[config.mk]
export PLATFORM = sky130hd
export DESIGN_NAME = timer_chan
export DESIGN_NICKNAME = d
export VERILOG_FILES = /design/src/rtl/timer_chan_pkg.sv /design/src/rtl/timer_chan_datapath.sv /design/src/rtl/timer_chan_ctrl.sv /design/src/rtl/timer_chan.sv
export SDC_FILE = /design/constraint.sdc
export NUM_CORES = 1
export LEC_CHECK = 0
export ABC_CLOCK_PERIOD_IN_PS = 3200
export BUFFER_PORTS_ARGS = -buffer_cell sky130_fd_sc_hd__buf_2
export CAP_MARGIN = 25
export CORE_ASPECT_RATIO = 0.9
export CORE_MARGIN = 2
export CORE_UTILIZATION = 30
export CTS_BUF_LIST = sky130_fd_sc_hd__clkbuf_8
export DETAILED_ROUTE_END_ITERATION = 12
export SETUP_SLACK_MARGIN = 0.1
export SYNTH_ARGS = -nofsm -noshare
export SYNTH_HDL_FRONTEND = slang
export SYNTH_SLANG_ARGS = --single-unit
[constraint.sdc]
create_clock -name clk -period 3.2 [get_ports clk]
set_input_delay 0 -clock clk [delete_from_list [all_inputs] [get_ports clk]]
set_output_delay 0 -clock clk [all_outputs]
set_load 0.02 [all_outputs]
[src/rtl/timer_chan_pkg.sv]
package timer_chan_pkg;

  typedef enum logic [2:0] {
    MODE_TERM_INT  = 3'd0,
    MODE_ONE_SHOT  = 3'd1,
    MODE_RATE      = 3'd2,
    MODE_SQUARE    = 3'd3,
    MODE_SW_STROBE = 3'd4,
    MODE_HW_STROBE = 3'd5
  } chanMode_e;

  // control -> datapath
  typedef struct packed {
    logic captureNew;  // take initial value from the load port
    logic reload;      // write the reload value into the counter
    logic roundUp;     // reload value rounded up to even
    logic roundDown;   // reload value rounded down to even
    logic decOne;
    logic decTwo;
  } cntStrobe_t;

  // datapath -> control
  typedef struct packed {
    logic cntIsZero;
    logic cntIsOne;
    logic cntIsTwo;
    logic nextIsOne;
  } cntStatus_t;

  function automatic chanMode_e decodeMode(input logic [2:0] code);
    case (code)
      3'd0:    return MODE_TERM_INT;
      3'd1:    return MODE_ONE_SHOT;
      3'd2, 3'd6: return MODE_RATE;
      3'd3, 3'd7: return MODE_SQUARE;
      3'd4:    return MODE_SW_STROBE;
      default: return MODE_HW_STROBE;
    endcase
  endfunction

endpackage

[src/rtl/timer_chan_datapath.sv]
module timer_chan_datapath
  import timer_chan_pkg::*;
#(
  parameter int CNT_W = 16
) (
  input  logic             clk,
  input  logic             rstN,
  input  cntStrobe_t       strobe,
  input  logic [CNT_W-1:0] loadValue,
  output logic [CNT_W-1:0] count,
  output cntStatus_t       status
);

  localparam logic [CNT_W-1:0] ONE = CNT_W'(1);
  localparam logic [CNT_W-1:0] TWO = CNT_W'(2);

  logic [CNT_W-1:0] initQ;
  logic [CNT_W-1:0] countQ;
  logic [CNT_W-1:0] countNext;
  logic [CNT_W-1:0] srcVal;
  logic [CNT_W-1:0] evenUp;
  logic [CNT_W-1:0] evenDown;
  logic [CNT_W-1:0] reloadVal;

  always_comb begin
    srcVal    = strobe.captureNew ? loadValue : initQ;
    evenUp    = srcVal + {{(CNT_W-1){1'b0}}, srcVal[0]};
    evenDown  = {srcVal[CNT_W-1:1], 1'b0};
    if (strobe.roundUp)        reloadVal = evenUp;
    else if (strobe.roundDown) reloadVal = evenDown;
    else                       reloadVal = srcVal;
  end

  always_comb begin
    if (strobe.reload)      countNext = reloadVal;
    else if (strobe.decTwo) countNext = countQ - TWO;
    else if (strobe.decOne) countNext = countQ - ONE;
    else                    countNext = countQ;
  end

  always_ff @(posedge clk) begin
    if (!rstN) begin
      initQ  <= '0;
      countQ <= '0;
    end else begin
      if (strobe.captureNew) initQ <= loadValue;
      countQ <= countNext;
    end
  end

  assign count            = countQ;
  assign status.cntIsZero = (countQ == '0);
  assign status.cntIsOne  = (countQ == ONE);
  assign status.cntIsTwo  = (countQ == TWO);
  assign status.nextIsOne = (countNext == ONE);

  // a single decrement from zero wraps to all ones
  assert_wrap_R3: assert property (@(posedge clk) disable iff (!rstN)
    (strobe.decOne && !strobe.reload && countQ == '0) |=> (countQ == '1));

endmodule

[src/rtl/timer_chan_ctrl.sv]
module timer_chan_ctrl
  import timer_chan_pkg::*;
(
  input  logic       clk,
  input  logic       rstN,
  input  logic       countEn,
  input  logic       gate,
  input  logic       loadStb,
  input  logic [2:0] loadMode,
  input  cntStatus_t status,
  output cntStrobe_t strobe,
  output logic       outLevel,
  output chanMode_e  curMode,
  output logic       armed
);

  chanMode_e modeQ;
  chanMode_e newMode;
  chanMode_e startMode;
  logic      armedQ;
  logic      outQ;
  logic      outNext;
  logic      firedQ;
  logic      firedNext;
  logic      gatePrevQ;
  logic      gateRise;
  logic      gateLevelMode;
  logic      edgeMode;
  logic      trigger;
  logic      restart;
  logic      tick;
  logic      sqExpire;
  logic      rateExpire;
  logic      strobePulse;

  assign newMode       = decodeMode(loadMode);
  assign gateRise      = gate && !gatePrevQ;
  assign gateLevelMode = (modeQ == MODE_TERM_INT) || (modeQ == MODE_SW_STROBE);
  assign edgeMode      = !gateLevelMode;
  assign trigger       = armedQ && !loadStb && gateRise && edgeMode;
  assign restart       = loadStb || trigger;
  assign startMode     = loadStb ? newMode : modeQ;
  assign tick          = armedQ && !restart && countEn && (gateLevelMode ? gate : 1'b1);
  assign sqExpire      = tick && (modeQ == MODE_SQUARE) && status.cntIsTwo;
  assign rateExpire    = tick && (modeQ == MODE_RATE) && status.cntIsOne;
  assign strobePulse   = tick && (modeQ == MODE_SW_STROBE || modeQ == MODE_HW_STROBE)
                         && status.cntIsOne && !firedQ;

  always_comb begin
    strobe            = '0;
    strobe.captureNew = loadStb;
    strobe.reload     = restart || sqExpire || rateExpire;
    strobe.roundUp    = (restart && startMode == MODE_SQUARE) || (sqExpire && !outQ);
    strobe.roundDown  = sqExpire && outQ;
    strobe.decTwo     = tick && (modeQ == MODE_SQUARE) && !status.cntIsTwo;
    strobe.decOne     = tick && (modeQ != MODE_SQUARE) && !rateExpire;
  end

  always_comb begin
    outNext   = outQ;
    firedNext = firedQ;
    if (restart) begin
      firedNext = 1'b0;
      case (startMode)
        MODE_TERM_INT, MODE_ONE_SHOT: outNext = 1'b0;
        MODE_RATE:                    outNext = !status.nextIsOne;
        default:                      outNext = 1'b1;
      endcase
    end else if (armedQ) begin
      case (modeQ)
        MODE_TERM_INT, MODE_ONE_SHOT: if (tick && status.cntIsOne) outNext = 1'b1;
        MODE_RATE:                    if (tick) outNext = !status.nextIsOne;
        MODE_SQUARE:                  if (sqExpire) outNext = !outQ;
        default: begin
          outNext = !strobePulse;
          if (strobePulse) firedNext = 1'b1;
        end
      endcase
    end
  end

  always_ff @(posedge clk) begin
    if (!rstN) begin
      modeQ     <= MODE_TERM_INT;
      armedQ    <= 1'b0;
      outQ      <= 1'b1;
      firedQ    <= 1'b0;
      gatePrevQ <= 1'b0;
    end else begin
      gatePrevQ <= gate;
      outQ      <= outNext;
      firedQ    <= firedNext;
      if (loadStb) begin
        modeQ  <= newMode;
        armedQ <= 1'b1;
      end
    end
  end

  assign outLevel = outQ;
  assign curMode  = modeQ;
  assign armed    = armedQ;

  // before the first load the channel sits at zero with output high
  assert_idle_R1: assert property (@(posedge clk) disable iff (!rstN)
    !armedQ |-> (outQ && status.cntIsZero));

  // strobe pulse lasts one clock
  assert_pulse_once_R8: assert property (@(posedge clk) disable iff (!rstN)
    (armedQ && !outQ && !loadStb &&
     (modeQ == MODE_SW_STROBE || modeQ == MODE_HW_STROBE)) |=> outQ);

  // terminal-count output does not fall without a load
  assert_term_stays_R4: assert property (@(posedge clk) disable iff (!rstN)
    (armedQ && outQ && !loadStb && modeQ == MODE_TERM_INT) |=> outQ);

endmodule

[src/rtl/timer_chan.sv]
module timer_chan
  import timer_chan_pkg::*;
#(
  parameter int CNT_W = 16
) (
  input  logic             clk,
  input  logic             rstN,
  input  logic             countEn,
  input  logic             gate,
  input  logic             loadStb,
  input  logic [2:0]       loadMode,
  input  logic [CNT_W-1:0] loadValue,
  output logic [CNT_W-1:0] count,
  output logic             outLevel
);

  cntStrobe_t strobe;
  cntStatus_t status;
  chanMode_e  curMode;
  logic       armed;

  timer_chan_ctrl u_ctrl (
    .clk      (clk),
    .rstN     (rstN),
    .countEn  (countEn),
    .gate     (gate),
    .loadStb  (loadStb),
    .loadMode (loadMode),
    .status   (status),
    .strobe   (strobe),
    .outLevel (outLevel),
    .curMode  (curMode),
    .armed    (armed)
  );

  timer_chan_datapath #(.CNT_W(CNT_W)) u_dp (
    .clk       (clk),
    .rstN      (rstN),
    .strobe    (strobe),
    .loadValue (loadValue),
    .count     (count),
    .status    (status)
  );

  // a plain load shows its value on the next cycle
  assert_load_value_R2: assert property (@(posedge clk) disable iff (!rstN)
    (loadStb && loadMode[1:0] != 2'd3) |=> (count == $past(loadValue)));

  // square-wave count stays even
  assert_square_even_R7: assert property (@(posedge clk) disable iff (!rstN)
    (armed && curMode == MODE_SQUARE) |-> !count[0]);

  // rate output is low only while the count shows one
  assert_rate_low_R6: assert property (@(posedge clk) disable iff (!rstN)
    (armed && curMode == MODE_RATE && !outLevel) |-> (count == CNT_W'(1)));

  // gate low freezes the count in level-gated modes
  assert_gate_hold_R9: assert property (@(posedge clk) disable iff (!rstN)
    (armed && !gate && !loadStb &&
     (curMode == MODE_TERM_INT || curMode == MODE_SW_STROBE)) |=> $stable(count));

  // no count enable, no load, no gate edge -> count holds
  assert_no_enable_R11: assert property (@(posedge clk) disable iff (!rstN)
    (!countEn && !loadStb && gate == 1'b0) |=> $stable(count));

endmodule

==> impl_metrics.toml, run 1 <==
[worst_hold_path]
worstHoldEndpoint = "u_dp.initQ[7]$_SDFF_PN0_"
hold_path.class = "primary input to register"
hp-start = "loadValue[7]"
hold_depth = 3

[detailed_routing]
wl_per_cell_um = 15.1
vias_per_cell = 5.17
vias = 2727
drc_errors = 0
drt-pass1-iter-count = 5
routed_wl_um = 7980
drtAntennaViolNets = 0
drt-initial-drc-count = 160

[synthesis]
synthCells = 342
ys_seq_area_frac = 0.281
ys_top_cells_by_area = "dfxtp_1 (28%), mux2i_1 (7.9%), nor2_1 (7.2%)"
ys_types = 57
yosys_warnings = 0
synth_edf_count = 0
synth_ff_type = "dfxtp_1"
synth.most_common_cell = "nor2_1"
synth_nets = 372
synth_commonest_cells = "nor2_1 (53), dfxtp_1 (39), mux2i_1 (22), nand2_1 (16)"
yosysTopAreaCell = "dfxtp_1"
synthArstFlopShare = 0
synth_top_area_frac = 0.281
syn_avg_cell_area_sq_um = 8.12
syn_area_sq_mm = 0.00278
synth_seq_cells = 39

[setup_path]
end_kind = "register"
startpoint_type = "register"
worst_r2r_path_depth = 12
path_max_fanout = 5
cpMaxStageDelayCell = "dfxtp_2"
cp_cell_sequence = "inv_1 > ha_1 > nor4bb_1 > buf_4 > and3_1 > and2_1 > nor2_1 > xnor2_1 > o21ai_0 > o21ai_0 > nor4_2 > a41oi_1"
crit_arrival_ns = 3.08
worstPathRequired_ns = 3.36
crit_family = "simple AND/OR/NAND/NOR gates"
critical_path.max_stage_delay_ns = 0.34
critPathKind = "register to register"
rrSetupSlack_ns = 0.28
crit_top_cell = "o21ai_0"
r2r_start = "u_dp.count[1]$_SDFF_PN0_"
critical_path_buf_inv_count = 2
r2r_end = "u_ctrl.outLevel$_SDFFE_PN1P_"

[clock_tree]
htree_levels = 2
cts-buffers-inserted = 5
cts_tree = "done"
cts-root-buf = "clkbuf_8"
clk-insertion-delay-late_ns = 0.30
cts.clk_slew.worst_paths_ns = 0.08
clock_path_buffers = 2
clock-sinks = 39

[timing]
tns_ns = 0
holdWs_ns = 0.0174
slew_headroom = 0.577
fin_crit_ns = 2.92
finalMaxSlewViolations = 0
fmaxAchievable_mhz = 343
hold_viol = 0
rsz0062_at_grt = "false"
setup_violations = 0
period_share = 0.911
clock-skew-final_ns = 0.00814
worst_pin_slew_ns = 0.616

[floorplanning]
die_h_um = 95.3
core_sq_mm = 0.00904
fp.dieArea_sq_mm = 0.0100
num_rows = 33
io_pins = 41
start_util = 0.307
die_w_um = 105

[global_routing]
antenna_found_initial = 0
grt_pass1_wl_um = 13200
gr-total-overflow = 0
track_usage = 0.162
grt_max_degree = 32
grt_pass1_vias = 2603

[place]
dp.final_hpwl_um = 6050
postPlaceCellArea_sq_mm = 0.00322
globalplace.congestion = 0.935
io_buffers = 40

[flow_run]
drv_cap = 0

[finish]
antenna_cells = 0
area_growth_pct = 24.5
nets = 434
drive_gt1_frac = 0.247
fill_cells = 944
final_area_sq_mm = 0.00346

[pwr]
peakVddDrop_mv = 0.165
leakage_nw = 1.43
p_per_area_mw_per_mm2 = 361

[outcome]
outcome = "finished clean"
sequential cells by signal, indices dropped and copies added, names as in the netlist:
| register | cells |
|---|---|
| u_ctrl.gatePrevQ | 1 |
| u_dp.count | 16 |
| u_ctrl.outLevel | 1 |
| u_ctrl.armed | 1 |
| u_dp.initQ | 16 |
| u_ctrl.curMode | 3 |
| u_ctrl.firedQ | 1 |
through the flow:
step	instances	utilization	setup WS [ns]	power, mW
after floorplan	342	-	0.216	0.785
after global placement	507	0.356	0.139	0.904
after detailed placement	507	0.356	0.133	0.905
after CTS	522	0.373	0.108	1.24
after global routing	527	0.382	0.103	1.32
final	527	0.382	0.284	1.25
metal layers:
layer,part of all wire,track usage
met1,0.47,0.223
met2,0.46,0.266
met3,0.062,0.0260
met4,0.012,0.0411
met5,0,0
cell usage in the layout (no fill, tap or decap), types with 3 or more instances in the layout:
master / count
nand2_1: 15
o21ai_0: 9
nor3_1: 14
buf_4: 25
mux2_2: 4
nor4b_1: 3
xnor2_1: 14
nand2b_1: 4
inv_1: 9
mux2i_1: 22
dlygate4sd3_1: 7
a31oi_1: 4
nand3b_1: 3
nand3_1: 9
nand4_1: 5
buf_2: 41
o2111ai_1: 3
clkbuf_8: 5
xor2_1: 12
or4_1: 4
o211a_1: 5
dfxtp_1: 38
and2_1: 13
nor2_1: 53
ha_1: 5
nor4_4: 3
or3_1: 3
a21oi_1: 12
a211oi_2: 3
nor2b_1: 9
o211ai_1: 3
a211oi_1: 5
worst max-delay path by stage:
| stage | start | endpoint | slack, ns | cells after the start |
|---|---|---|---|---|
| 6_report | u_dp.count[1]$_SDFF_PN0_ | u_ctrl.outLevel$_SDFFE_PN1P_ | 0.28 | 12 |
| 3_5_place_dp | u_dp.count[1]$_SDFF_PN0_ | u_ctrl.outLevel$_SDFFE_PN1P_ | 0.13 | 11 |
| 2_1_floorplan | u_dp.count[1]$_SDFF_PN0_ | u_ctrl.outLevel$_SDFFE_PN1P_ | 0.22 | 11 |
| 3_3_place_gp | u_dp.count[1]$_SDFF_PN0_ | u_ctrl.outLevel$_SDFFE_PN1P_ | 0.14 | 11 |
| 5_1_grt | u_dp.count[10]$_SDFF_PN0_ | u_ctrl.outLevel$_SDFFE_PN1P_ | 0.10 | 12 |
| 4_1_cts | u_dp.count[10]$_SDFF_PN0_ | u_ctrl.outLevel$_SDFFE_PN1P_ | 0.11 | 9 |
cell families (layout without fill, tap and decap cells):
logic type / Yosys count / in the layout / synth area share
DFF: 39 / 39 / 0.281
xor gates and xnor gates: 26 / 26 / 0.0820
and+or+nand+nor: 159 / 159 / 0.317
AOI/OAI and AO/OA: 61 / 61 / 0.162
muxes: 26 / 26 / 0.0955
buffers and inverters: 25 / 88 / 0.0351
adders and majority gates: 6 / 6 / 0.0270
worst min-delay path, stage by stage:
cell     delay [ns]
buf_2          0.09
mux2i_1        0.10
nor2_1         0.09
timing repair:
| item | CTS | global route |
|---|---|---|
| endpoints found under the hold margin | 7 | 0 |
| endpoints found under the setup margin | 1 | 1 |
| resized for setup | 1 | 12 |
| hold buffers | 7 | 0 |
| pin swaps | 0 | 6 |
| cloned | 0 | 0 |
| buffers inserted | 0 | 5 |
power by group:
group          leakage [nW]  total (mW)  internal (mW)  switching, mW
Combinational          1.05       0.376          0.161          0.215
Sequential            0.322       0.547          0.516         0.0305
Clock                0.0505       0.326          0.147          0.179
Total                  1.43        1.25          0.824          0.424
cell type report:
class | instances | area (sq um) | area share
Clock buffer | 5 | 68.8 | 0.0199
Clock inverter | 3 | 12.5 | 0.00362
Inverter | 7 | 26.3 | 0.00760
Multi-Input combinational cell | 278 | 1950 | 0.565
Sequential cell | 39 | 782 | 0.226
Tap cell | 122 | 153 | 0.0442
Timing Repair Buffer | 73 | 463 | 0.134
(Power assumes the default switching activity.)
==> run 2: changes to the inputs <==
- BUFFER_PORTS_ARGS: -buffer_cell sky130_fd_sc_hd__buf_2 -> -buffer_cell sky130_fd_sc_hd__clkbuf_2
==> run 2 against run 1 <==
Hold slack lost 0.019 ns. Critical endpoint unchanged. Largest cell class unchanged. The flow now finishes with violations (negative hold slack). Clock skew is 0.0017 ns lower. Clock-buffer cell count stayed put.
==> impl_metrics.toml, run 2 (synthesis results as in run 1) <==
[floorplanning]
num_rows = 33
fp.dieArea_sq_mm = 0.0100
start_util = 0.307
die_w_um = 105
io_pins = 41
die_h_um = 95.3
core_sq_mm = 0.00904

[setup_path]
worstPathRequired_ns = 3.37
r2r_start = "u_dp.count[10]$_SDFF_PN0_"
rrSetupSlack_ns = 0.26
cp_cell_sequence = "or4_4 > buf_4 > nor4_2 > buf_4 > nor3b_2 > a31oi_1 > buf_4 > nor2b_1 > xnor2_1 > mux2i_1 > nor4_2 > a41oi_1"
startpoint_type = "register"
crit_top_cell = "buf_4"
path_max_fanout = 6
critical_path.max_stage_delay_ns = 0.53
critPathKind = "register to register"
r2r_end = "u_ctrl.outLevel$_SDFFE_PN1P_"
cpMaxStageDelayCell = "or4_4"
crit_arrival_ns = 3.11
end_kind = "register"
worst_r2r_path_depth = 12

[detailed_routing]
drtAntennaViolNets = 0
drt-pass1-iter-count = 5
drt-initial-drc-count = 139
drc_errors = 0
vias_per_cell = 5.26
wl_per_cell_um = 15.4
routed_wl_um = 8000
vias = 2735

[pwr]
p_per_area_mw_per_mm2 = 387
leakage_nw = 1.40
peakVddDrop_mv = 0.158

[global_routing]
gr-total-overflow = 0
track_usage = 0.164
grt_max_degree = 29
grt_pass1_vias = 2674
grt_pass1_wl_um = 13200
antenna_found_initial = 0

[timing]
holdWs_ns = -0.00135
clock-skew-final_ns = 0.00647
hold_viol = 1
rsz0062_at_grt = "false"
tns_ns = 0
fin_crit_ns = 2.94
slew_headroom = 0.614
setup_violations = 0
worst_pin_slew_ns = 0.563
period_share = 0.920
fmaxAchievable_mhz = 340
finalMaxSlewViolations = 0

[worst_hold_path]
hold_depth = 3
hp-start = "loadMode[1]"
worstHoldEndpoint = "u_ctrl.curMode[1]$_SDFF_PN0_"
hold_path.class = "primary input to register"

[place]
postPlaceCellArea_sq_mm = 0.00322
io_buffers = 40
dp.final_hpwl_um = 6170
globalplace.congestion = 0.928

[clock_tree]
htree_levels = 2
cts-root-buf = "clkbuf_8"
cts-buffers-inserted = 5
clock-sinks = 39
clk-insertion-delay-late_ns = 0.30
cts_tree = "done"
clock_path_buffers = 2
cts.clk_slew.worst_paths_ns = 0.08

[finish]
final_area_sq_mm = 0.00345
area_growth_pct = 24.1
layout_common_cells = "nor2_1 (53), clkbuf_2 (40), dfxtp_1 (38)"
final_common_cell = "nor2_1"
antenna_cells = 0
drive_gt1_frac = 0.249
nets = 428

[flow_run]
drv_cap = 0

[outcome]
outcome = "complete, but fails checks"
violations = "negative hold slack"
==> run 2: worst max-delay path by stage <==
stage | startpoint | to | slack, ns
floorplan | u_dp.count[1]$_SDFF_PN0_ | u_ctrl.outLevel$_SDFFE_PN1P_ | 0.22
global placement | u_dp.count[1]$_SDFF_PN0_ | u_ctrl.outLevel$_SDFFE_PN1P_ | 0.09
detailed placement | u_dp.count[1]$_SDFF_PN0_ | u_ctrl.outLevel$_SDFFE_PN1P_ | 0.06
CTS | u_dp.count[1]$_SDFF_PN0_ | u_ctrl.outLevel$_SDFFE_PN1P_ | 0.13
global route | u_ctrl.curMode[1]$_SDFF_PN0_ | u_ctrl.outLevel$_SDFFE_PN1P_ | 0.09
finish | u_dp.count[10]$_SDFF_PN0_ | u_ctrl.outLevel$_SDFFE_PN1P_ | 0.26
==> run 2: power breakdown <==
part / total, mW / internal [mW] / leakage (nW) / switching (mW)
clock: 0.416 / 0.228 / 0.0502 / 0.188
combinational: 0.371 / 0.155 / 1.03 / 0.216
sequential: 0.546 / 0.516 / 0.322 / 0.0297
total: 1.33 / 0.899 / 1.40 / 0.434
==> run 2: routing by layer <==
| metal | GRT usage | share of wire |
|---|---|---|
| met1 | 0.222 | 0.47 |
| met2 | 0.270 | 0.46 |
| met3 | 0.0280 | 0.055 |
| met4 | 0.0467 | 0.013 |
| met5 | 0 | 0 |
==> run 2: cell type report <==
type,count,area [sq um]
Clock buffer,5,68.8
Clock inverter,2,37.5
Fill cell,945,5600
Inverter,7,26.3
Multi-Input combinational cell,278,1950
Sequential cell,39,782
Tap cell,122,153
Timing Repair Buffer,67,428
==> run 2: through the flow <==
step | hold WS, ns | util | setup slack (ns) | cells | power [mW]
6_report | -0.00135 | 0.381 | 0.257 | 520 | 1.33
5_1_grt | 0.0285 | 0.381 | 0.0911 | 520 | 1.40
4_1_cts | 0.00586 | 0.374 | 0.126 | 518 | 1.33
3_5_place_dp | 0.259 | 0.356 | 0.0624 | 506 | 0.906
3_3_place_gp | 0.250 | 0.356 | 0.0900 | 506 | 0.903
2_1_floorplan | 0.122 | - | 0.216 | 342 | 0.785
==> run 2: repair_timing <==
action                                  4_1_cts  5_1_grt
setup buffers                                 0        2
resized for setup                             1       14
hold buffers                                  5        0
endpoints found under the hold margin         5        0
pin swaps                                     0        3
endpoints found under the setup margin        1        1
==> run 2: worst max-delay path: cells and delay by family, from the launching register on <==
kind	cells	cell delay (ns)
AND/OR/NAND/NOR	5	1.19
buffers and inverters	3	0.53
flip-flops	1	0.34
AO/OA/AOI/OAI	2	0.29
XOR/XNOR	1	0.28
multiplexers	1	0.18
